$ cat config.mk
export PLATFORM = sky130hd
export DESIGN_NAME = frame_base_dbuf
export DESIGN_NICKNAME = d
export VERILOG_FILES = /design/src/rtl/fbb_pkg.sv /design/src/rtl/fbb_vsync_cond.sv /design/src/rtl/fbb_regfile.sv /design/src/rtl/fbb_shadow.sv /design/src/rtl/fbb_status.sv /design/src/rtl/frame_base_dbuf.sv
export SDC_FILE = /design/constraint.sdc
export NUM_CORES = 1
export LEC_CHECK = 0
export ABC_AREA = 0
export BUFFER_PORTS_ARGS = -buffer_cell sky130_fd_sc_hd__buf_4
export CORE_MARGIN = 4
export CORE_UTILIZATION = 40
export CTS_CLUSTER_DIAMETER = 100
export DETAILED_ROUTE_END_ITERATION = 6
export GPL_ROUTABILITY_DRIVEN = 0
export GPL_TIMING_DRIVEN = 0
export HOLD_SLACK_MARGIN = 0.15
export MAX_ROUTING_LAYER = met4
export REMOVE_ABC_BUFFERS = 1
export SLEW_MARGIN = 40
export SYNTH_ARGS = -nofsm -noshare
export SYNTH_HDL_FRONTEND = slang
export SYNTH_HIERARCHICAL = 1
export SYNTH_SLANG_ARGS = --single-unit
export TNS_END_PERCENT = 1
$ cat constraint.sdc
create_clock -name clk -period 2.59 [get_ports clk]
set_input_delay 0.518 -clock clk [delete_from_list [all_inputs] [get_ports clk]]
set_output_delay 0.518 -clock clk [all_outputs]
set_load 0.02 [all_outputs]
$ cat src/rtl/fbb_pkg.sv
package fbb_pkg;
   // word offsets of the register port
   localparam int OFS_UPPER = 0;
   localparam int OFS_LOWER = 1;
   localparam int OFS_STAT  = 2;
   localparam int OFS_MASK  = 3;
   localparam int NUM_OFS   = 4;

   // bit carrying the swap flag and the mask inside their words
   localparam int FLAG_BIT  = 0;

   typedef enum logic [1:0] {
      SH_HOLD  = 2'd0,
      SH_TRACK = 2'd1,
      SH_SWAP  = 2'd2
   } shadow_act_e;
endpackage

$ cat src/rtl/fbb_vsync_cond.sv
module fbb_vsync_cond #(
   parameter bit EDGE_MODE = 1'b0
) (
   input  logic clk,
   input  logic rst_n,
   input  logic vs_i,
   output logic evt_o
);
   generate
      if (EDGE_MODE) begin : g_edge
         logic vs_q;
         always_ff @(posedge clk or negedge rst_n) begin
            if (!rst_n) vs_q <= 1'b0;
            else        vs_q <= vs_i;
         end
         assign evt_o = vs_i & ~vs_q;
      end else begin : g_pulse
         assign evt_o = vs_i;
      end
   endgenerate
endmodule

$ cat src/rtl/fbb_regfile.sv
module fbb_regfile
   import fbb_pkg::*;
#(
   parameter int DATA_W     = 32,
   parameter int ADDR_W     = 32,
   parameter int ALIGN_BITS = 3,
   parameter int REG_AW     = 3,
   parameter int NUM_PANELS = 2
) (
   input  logic                              clk,
   input  logic                              rst_n,
   input  logic                              wr_en,
   input  logic [REG_AW-1:0]                 wr_addr,
   input  logic [DATA_W-1:0]                 wr_data,
   input  logic [REG_AW-1:0]                 rd_addr,
   input  logic                              flag_i,
   output logic [NUM_PANELS-1:0][ADDR_W-1:0] stage_o,
   output logic                              mask_o,
   output logic                              clr_o,
   output logic [DATA_W-1:0]                 rd_data
);
   localparam logic [ADDR_W-1:0] KEEP_MASK = {{(ADDR_W-ALIGN_BITS){1'b1}}, {ALIGN_BITS{1'b0}}};
   localparam logic [REG_AW-1:0] A_STAT = REG_AW'(OFS_STAT);
   localparam logic [REG_AW-1:0] A_MASK = REG_AW'(OFS_MASK);

   logic [NUM_PANELS-1:0][ADDR_W-1:0] stage_q;
   logic                              mask_q;

   genvar p;
   generate
      for (p = 0; p < NUM_PANELS; p++) begin : g_stage
         localparam logic [REG_AW-1:0] A_ME = REG_AW'(OFS_UPPER + p);
         logic hit;
         assign hit = wr_en && (wr_addr == A_ME);
         always_ff @(posedge clk or negedge rst_n) begin
            if (!rst_n)   stage_q[p] <= '0;
            else if (hit) stage_q[p] <= wr_data[ADDR_W-1:0] & KEEP_MASK;
         end
         // nothing with low bits set ever lands in staging
         a_r2_stage_aligned: assert property (@(posedge clk) disable iff (!rst_n)
            hit |=> (stage_q[p][ALIGN_BITS-1:0] == '0));
      end
   endgenerate

   always_ff @(posedge clk or negedge rst_n) begin
      if (!rst_n)                               mask_q <= 1'b0;
      else if (wr_en && (wr_addr == A_MASK))    mask_q <= wr_data[FLAG_BIT];
   end

   assign clr_o   = wr_en && (wr_addr == A_STAT) && wr_data[FLAG_BIT];
   assign stage_o = stage_q;
   assign mask_o  = mask_q;

   always_comb begin
      rd_data = '0;
      for (int i = 0; i < NUM_PANELS; i++) begin
         if (rd_addr == REG_AW'(OFS_UPPER + i)) rd_data[ADDR_W-1:0] = stage_q[i];
      end
      if (rd_addr == A_STAT) rd_data[FLAG_BIT] = flag_i;
      if (rd_addr == A_MASK) rd_data[FLAG_BIT] = mask_q;
   end
endmodule

$ cat src/rtl/fbb_shadow.sv
module fbb_shadow
   import fbb_pkg::*;
#(
   parameter int ADDR_W = 32
) (
   input  logic              clk,
   input  logic              rst_n,
   input  logic              en_i,
   input  logic              take_i,
   input  logic              active_i,
   input  logic [ADDR_W-1:0] stage_i,
   output logic [ADDR_W-1:0] cur_o
);
   shadow_act_e act;
   logic [ADDR_W-1:0] cur_q;

   always_comb begin
      if (!active_i)   act = SH_HOLD;
      else if (!en_i)  act = SH_TRACK;
      else if (take_i) act = SH_SWAP;
      else             act = SH_HOLD;
   end

   always_ff @(posedge clk or negedge rst_n) begin
      if (!rst_n) cur_q <= '0;
      else begin
         case (act)
            SH_TRACK, SH_SWAP: cur_q <= stage_i;
            default:           cur_q <= cur_q;
         endcase
      end
   end

   assign cur_o = cur_q;

   // running without a vsync keeps the current base
   a_r3_hold_between_vsync: assert property (@(posedge clk) disable iff (!rst_n)
      (en_i && !take_i) |=> $stable(cur_o));
   // a taken vsync loads the pre-edge staging value
   a_r4_swap_loads_stage: assert property (@(posedge clk) disable iff (!rst_n)
      (en_i && take_i && active_i) |=> (cur_o == $past(stage_i)));
   // disabled controller tracks staging
   a_r8_track_when_off: assert property (@(posedge clk) disable iff (!rst_n)
      (!en_i && active_i) |=> (cur_o == $past(stage_i)));
   // an inactive panel never moves
   a_r9_inactive_holds: assert property (@(posedge clk) disable iff (!rst_n)
      !active_i |=> $stable(cur_o));
endmodule

$ cat src/rtl/fbb_status.sv
module fbb_status (
   input  logic clk,
   input  logic rst_n,
   input  logic set_i,
   input  logic clr_i,
   input  logic mask_i,
   output logic flag_o,
   output logic irq_o
);
   logic flag_q;

   always_ff @(posedge clk or negedge rst_n) begin
      if (!rst_n)      flag_q <= 1'b0;
      else if (set_i)  flag_q <= 1'b1;
      else if (clr_i)  flag_q <= 1'b0;
   end

   assign flag_o = flag_q;
   assign irq_o  = flag_q & mask_i;

   // set always lands, even against a clear
   a_r6_set_wins: assert property (@(posedge clk) disable iff (!rst_n)
      set_i |=> flag_o);
   // flag is sticky without a clear
   a_r6_sticky: assert property (@(posedge clk) disable iff (!rst_n)
      (flag_o && !clr_i) |=> flag_o);
   // flag rises only from a set
   a_r6_no_spurious: assert property (@(posedge clk) disable iff (!rst_n)
      (!flag_o && !set_i) |=> !flag_o);
endmodule

$ cat src/rtl/frame_base_dbuf.sv
module frame_base_dbuf
   import fbb_pkg::*;
#(
   parameter int DATA_W     = 32,
   parameter int ADDR_W     = 32,
   parameter int ALIGN_BITS = 3,
   parameter int REG_AW     = 3,
   parameter int NUM_PANELS = 2,
   parameter bit VSYNC_EDGE = 1'b0
) (
   input  logic              clk,
   input  logic              rst_n,
   input  logic              ctrl_en,
   input  logic              dual_panel,
   input  logic              wr_en,
   input  logic [REG_AW-1:0] wr_addr,
   input  logic [DATA_W-1:0] wr_data,
   input  logic [REG_AW-1:0] rd_addr,
   output logic [DATA_W-1:0] rd_data,
   input  logic              vsync,
   output logic [ADDR_W-1:0] cur_upper,
   output logic [ADDR_W-1:0] cur_lower,
   output logic              irq
);
   generate
      if (NUM_PANELS < 1 || NUM_PANELS > 2) begin : g_bad_panels
         $error("NUM_PANELS must be 1 or 2");
      end
      if (ADDR_W > DATA_W) begin : g_bad_width
         $error("ADDR_W must not exceed DATA_W");
      end
      if (ALIGN_BITS < 1 || ALIGN_BITS >= ADDR_W) begin : g_bad_align
         $error("ALIGN_BITS out of range");
      end
      if ((1 << REG_AW) < NUM_OFS) begin : g_bad_aw
         $error("REG_AW too narrow for the register map");
      end
   endgenerate

   logic [NUM_PANELS-1:0][ADDR_W-1:0] stage;
   logic [NUM_PANELS-1:0][ADDR_W-1:0] cur;
   logic vs_evt, take, mask, clr, flag;

   fbb_vsync_cond #(.EDGE_MODE(VSYNC_EDGE)) u_vs (
      .clk(clk), .rst_n(rst_n), .vs_i(vsync), .evt_o(vs_evt));

   assign take = vs_evt & ctrl_en;

   fbb_regfile #(
      .DATA_W(DATA_W), .ADDR_W(ADDR_W), .ALIGN_BITS(ALIGN_BITS),
      .REG_AW(REG_AW), .NUM_PANELS(NUM_PANELS)
   ) u_regs (
      .clk(clk), .rst_n(rst_n), .wr_en(wr_en), .wr_addr(wr_addr),
      .wr_data(wr_data), .rd_addr(rd_addr), .flag_i(flag),
      .stage_o(stage), .mask_o(mask), .clr_o(clr), .rd_data(rd_data));

   genvar p;
   generate
      for (p = 0; p < NUM_PANELS; p++) begin : g_panel
         logic active;
         if (p == 0) begin : g_up
            assign active = 1'b1;
         end else begin : g_lo
            assign active = dual_panel;
         end
         fbb_shadow #(.ADDR_W(ADDR_W)) u_sh (
            .clk(clk), .rst_n(rst_n), .en_i(ctrl_en), .take_i(take),
            .active_i(active), .stage_i(stage[p]), .cur_o(cur[p]));
      end
      if (NUM_PANELS == 2) begin : g_two
         assign cur_lower = cur[1];
      end else begin : g_one
         assign cur_lower = '0;
      end
   endgenerate

   assign cur_upper = cur[0];

   fbb_status u_stat (
      .clk(clk), .rst_n(rst_n), .set_i(take), .clr_i(clr),
      .mask_i(mask), .flag_o(flag), .irq_o(irq));

   // the current base is always aligned
   a_r2_cur_aligned: assert property (@(posedge clk) disable iff (!rst_n)
      cur_upper[ALIGN_BITS-1:0] == '0);
   // interrupt needs the flag
   a_r7_irq_needs_flag: assert property (@(posedge clk) disable iff (!rst_n)
      irq |-> (rd_addr != REG_AW'(OFS_STAT)) || rd_data[FLAG_BIT]);
   // vsync while disabled leaves a clear flag clear
   a_r8_off_no_flag: assert property (@(posedge clk) disable iff (!rst_n)
      (!ctrl_en && !irq && !mask && !clr && !flag) |=> !irq);
endmodule

After elaboration in Yosys (flattened, before gate mapping)
Cells that the tools add are included.
{"block": "op_classes", "reduce_logical": 10, "eq_ne": 10, "mux": 9, "n_bitwise": 2}
{"cell": "32-bit 2-to-1 mux", "count": 2}
{"cell": "3-bit by 2-bit equality test with 1-bit output (second input constant)", "count": 4}
{"cell": "3-bit by 1-bit equality test with 1-bit output (second input constant)", "count": 2}
{"cell": "3-bit zero test", "count": 2}
{"cell": "2-bit 2-to-1 mux", "count": 3}
{"cell": "1-bit logical AND", "count": 5}
{"cell": "2-bit by 1-bit equality test with 1-bit output (second input constant)", "count": 2}
{"cell": "2-bit equality test (second input constant)", "count": 2}
{"cell": "1-bit 2-to-1 mux", "count": 4}
{"cell": "2-bit OR reduction", "count": 2}
{"cell": "1-bit bitwise AND", "count": 2}
{"cell": "2-bit nonzero test", "count": 1}
{"block": "word_totals", "input_bits": 44, "output_inout_bits": 97, "register_bits": 118}

Depth between registers and ports, before layout
{"block": "depth", "word_depth": 6, "mapped_depth": 5, "ltp_nobuf": 4}

Hierarchy
Netlist, hierarchy kept.
{"module": "fbb_regfile", "seq_area_each_um2": 1476.4, "instances": 1, "cells_each": 206, "area_each_um2": 2827.7}
{"module": "fbb_shadow", "seq_area_each_um2": 800.8, "instances": 2, "cells_each": 69, "area_each_um2": 1214.9}
{"module": "fbb_status", "seq_area_each_um2": 25.0, "instances": 1, "cells_each": 4, "area_each_um2": 42.5}
{"module": "frame_base_dbuf", "seq_area_each_um2": 0.0, "instances": 1, "cells_each": 2, "area_each_um2": 10.0}
{"module": "fbb_vsync_cond", "seq_area_each_um2": 0.0, "instances": 1, "cells_each": 1, "area_each_um2": 7.5}

Worst setup path before layout
No wires, ideal clock.
{"block": "synth_path", "path_type": "input-to-output", "startpoint": "input port rd_addr[2]", "endpoint": "output port rd_data[21]", "arrival_ns": 1.529, "path_buffers": 2, "slack_ns": 0.543, "stages": 4, "cell_sequence": "or2_2 > clkbuf_1 > clkbuf_1 > nor2_1"}
{"block": "synth_via", "elab_chain_cells": 3, "elab_cells_between_ends": 4, "cone_classes": "eq/ne (1); mux (2); reduce/logical (1)"}
{"element": "from (decl)", "line_no": "frame_base_dbuf.sv:18", "source": "input logic [REG_AW-1:0] rd_addr,"}
{"element": "3-bit zero test", "line_no": "fbb_regfile.sv:57", "source": "if (rd_addr == REG_AW'(OFS_UPPER + i)) rd_data[ADDR_W-1:0] = stage_q[i];"}
{"element": "32-bit 2-to-1 mux", "line_no": "fbb_regfile.sv:57"}
{"element": "32-bit 2-to-1 mux *", "line_no": "fbb_regfile.sv:57"}
{"element": "to (decl)", "line_no": "frame_base_dbuf.sv:19", "source": "output logic [DATA_W-1:0] rd_data,"}
Every way passes the cells marked *; elsewhere a longest branch is shown, timed or not.

Worst setup path after layout
{"block": "layout_path", "startpoint": "input port rd_addr[2]", "endpoint": "output port rd_data[14]"}
The elaborated chain is that of the path after synthesis.

==> results by group <==
Run status
  – Outcome: completed

Clock network
  – CTS sink cnt: 124
  – CTS resizes: 0
  – CTS Buffer Depth: 2
  – Clock root cell: clkbuf_16
  – TritonCTS buffer count: 17
  – CTS tree: yes
  – Clock-pin slew on the worst setup and hold paths: 0.05 ns
  – CTS H-tree lvls: 4
  – Worst-Skew Late Latency: 0.41 ns
  – Post-CTS setup buffer count: 0

Critical path
  – Worst-path cell chain: buf_4, or2_2, nor2_1, buf_4
  – Crit-path slowest cell: or2_2
  – Max Fanout on Critical Path: 29
  – CP dominant cell by count: buf_4
  – CP Class: in -> out
  – Buf/Inv on CP: 2
  – CP endpoint kind: primary output
  – Worst setup SP type: input port
  – Crit-path max cell delay: 0.60 ns
  – CP required: 2.07 ns
  – Critical Path AT: 1.69 ns
  – Critical path's top delay family: simple AND/OR/NAND/NOR gates

Cells and area
  – Core Util, Final: 55.4%
  – Commonest non-fill, non-tap cells in the layout: buf_4, dfrtp_1, mux2_2, mux2i_1, nor2_1
  – Layout Nets: 539
  – Area Overhead vs Synth: 33.6%
  – Proportion of layout cells with a drive suffix above 1: 58.6%
  – Post-route design area: 0.00710 mm^2
  – Commonest non-fill, non-tap cell in the layout: buf_4
  – # diodes: 0

Route
  – Vias: 3,255
  – Final WL: 11,700 um
  – Drt first pass iters: 4
  – DR vias/cell: 4.79
  – DR iter-0 viols: 211
  – Wirelength per Cell: 17.3 um
  – ANT nets after route: 0
  – DRC viols: 0

Timing
  – Setup_tns: 0 ns
  – Fin crit share: 85.2%
  – Max Clk Rate: 453 MHz
  – Setup Skew: 0.00327 ns
  – Worst Tran Pin Value: 0.785 ns
  – Unrepaired setup endpoints after global routing: no
  – Slew margin rel.: 47.7%
  – Final setup fails: 0
  – Hold Vio Cnt, Final: 0
  – Final period demand of the worst path: 2.21 ns
  – Max-slew violations: 0

GRT
  – Antenna violations before repair: 0
  – All-Layer GR Usage: 17.1%
  – First-pass GRT wire length: 18,700 um
  – Largest net degree at the start of global routing: 65
  – Vias in the first global route: 3,457
  – Total grt overflow: 0

Placed design
  – HPWL after DPL: 7980 um
  – Area after DPL: 0.00648 mm^2
  – PortBufs: 136

Power and ir drop
  – VDD IR max: 552 uV
  – Leakage power: 3.37 nW
  – Cell Pwr Density: 986 mW/mm^2

Die
  – # rows: 41
  – Die boundary width: 123 um
  – Core area: 0.0128 mm^2
  – Die Ht: 123 um
  – Initial Utilization: 41.5%
  – Ports: 141
  – Die footprint: 0.0152 mm^2

Synthesis
  – Cells after synthesis: 351
  – Post-synth cell types: 22
  – Synthesized area per cell: 15.1 um^2
  – Cell Area, Synth: 0.00532 mm^2
  – Yosys warns: 6
  – FF+latch count, synth: 124
  – Seq/Total Area, Yosys: 58.4%

Hold path
  – Hold Crit Class: in -> reg

Job
  – Max-cap violations: 0
repair_timing:
item	CTS	global route
hold buffers	1	0
hold endpoints to repair	63	0
setup endpoints to repair	0	0
through the flow:
step           total power [mW]  hold slack [ns]  cells  setup WS [ns]
2_1_floorplan              3.75            0.222    330          0.463
3_3_place_gp               4.56            0.477    638         -0.421
3_5_place_dp               4.64            0.485    647          0.395
4_1_cts                    7.11            0.311    679          0.395
5_1_grt                    7.36            0.325    679          0.346
6_report                   7.00            0.341    679          0.383
cell usage after synthesis:
master | number | area share (%)
mux2_4 | 10 | 2.8
nand4b_1 | 1 | 0.16
buf_4 | 11 | 1.6
o21ai_4 | 2 | 0.61
nor4b_4 | 1 | 0.45
mux2_2 | 108 | 23
conb_1 | 2 | 0.14
dfrtp_1 | 124 | 58
and4bb_4 | 1 | 0.31
mux2i_1 | 30 | 5.6
a21o_1 | 1 | 0.14
inv_1 | 3 | 0.21
clkbuf_1 | 4 | 0.28
or2_2 | 1 | 0.12
and2_1 | 2 | 0.24
buf_6 | 9 | 1.9
nor3b_1 | 2 | 0.28
nand3b_1 | 1 | 0.14
nor2_1 | 29 | 2.0
buf_12 | 1 | 0.38
mux2_1 | 5 | 1.1
buf_2 | 3 | 0.28
logic make-up (layout without fill, tap and decap cells):
kind of cell | count (synthesis) | after routing | synth area share (%)
simple gates | 38 | 38 | 3.74
flops | 124 | 124 | 58.4
mux | 153 | 153 | 32.4
other cells | 2 | 9 | 0.141
compound gates | 3 | 3 | 0.753
buf+inv | 31 | 180 | 4.61
worst paths after layout:
| path | from | end | slack, ns | cells past startpoint |
|---|---|---|---|---|
| worst max-delay path | rd_addr[2] | rd_data[14] | 0.38 | 4 |
| max in group asynchronous | rst_n | g_panel[0].u_sh/cur_o[31] | 1.28 | 3 |
| worst min register to register | g_panel[1].u_sh/cur_o[0] | g_panel[1].u_sh/cur_o[0] | 0.49 | 1 |
| worst min-delay path | wr_data[30] | u_regs/stage_o[30] | 0.34 | 2 |
| min in group asynchronous | rst_n | u_regs/mask_o | 0.63 | 2 |
| worst max register to register | g_panel[1].u_sh/cur_o[30] | g_panel[1].u_sh/cur_o[30] | 1.80 | 1 |
area by class of cell:
class	instances	area, um^2
multi-input cells	203	2000
repair buffers	146	1160
fillers	1101	5720
clock buffers	24	502
flip-flops and latches	124	3100
well taps	172	215
inverters	3	11.3
clock inverters	7	110
report_power, final:
part           internal [mW]  switching [mW]
registers               2.45           0.306
logic                  0.942           0.871
clock network           1.63           0.808
metal layers:
metal / global-route usage [%] / vias to the layer above / routed length (um)
li1: - / 1502 / -
met1: 20.8 / 1646 / 5170
met2: 26.9 / 92 / 5730
met3: 5.40 / 15 / 654
met4: 6.23 / 0 / 184
met5: - / - / 0
sequential cells by signal, indices dropped and copies added (netlist names):
signal	count
g_panel.u_sh/cur_o	64
u_regs/mask_o	1
u_regs/stage_o	58
u_stat/flag_o	1
Power figures use the tool's default switching activity.
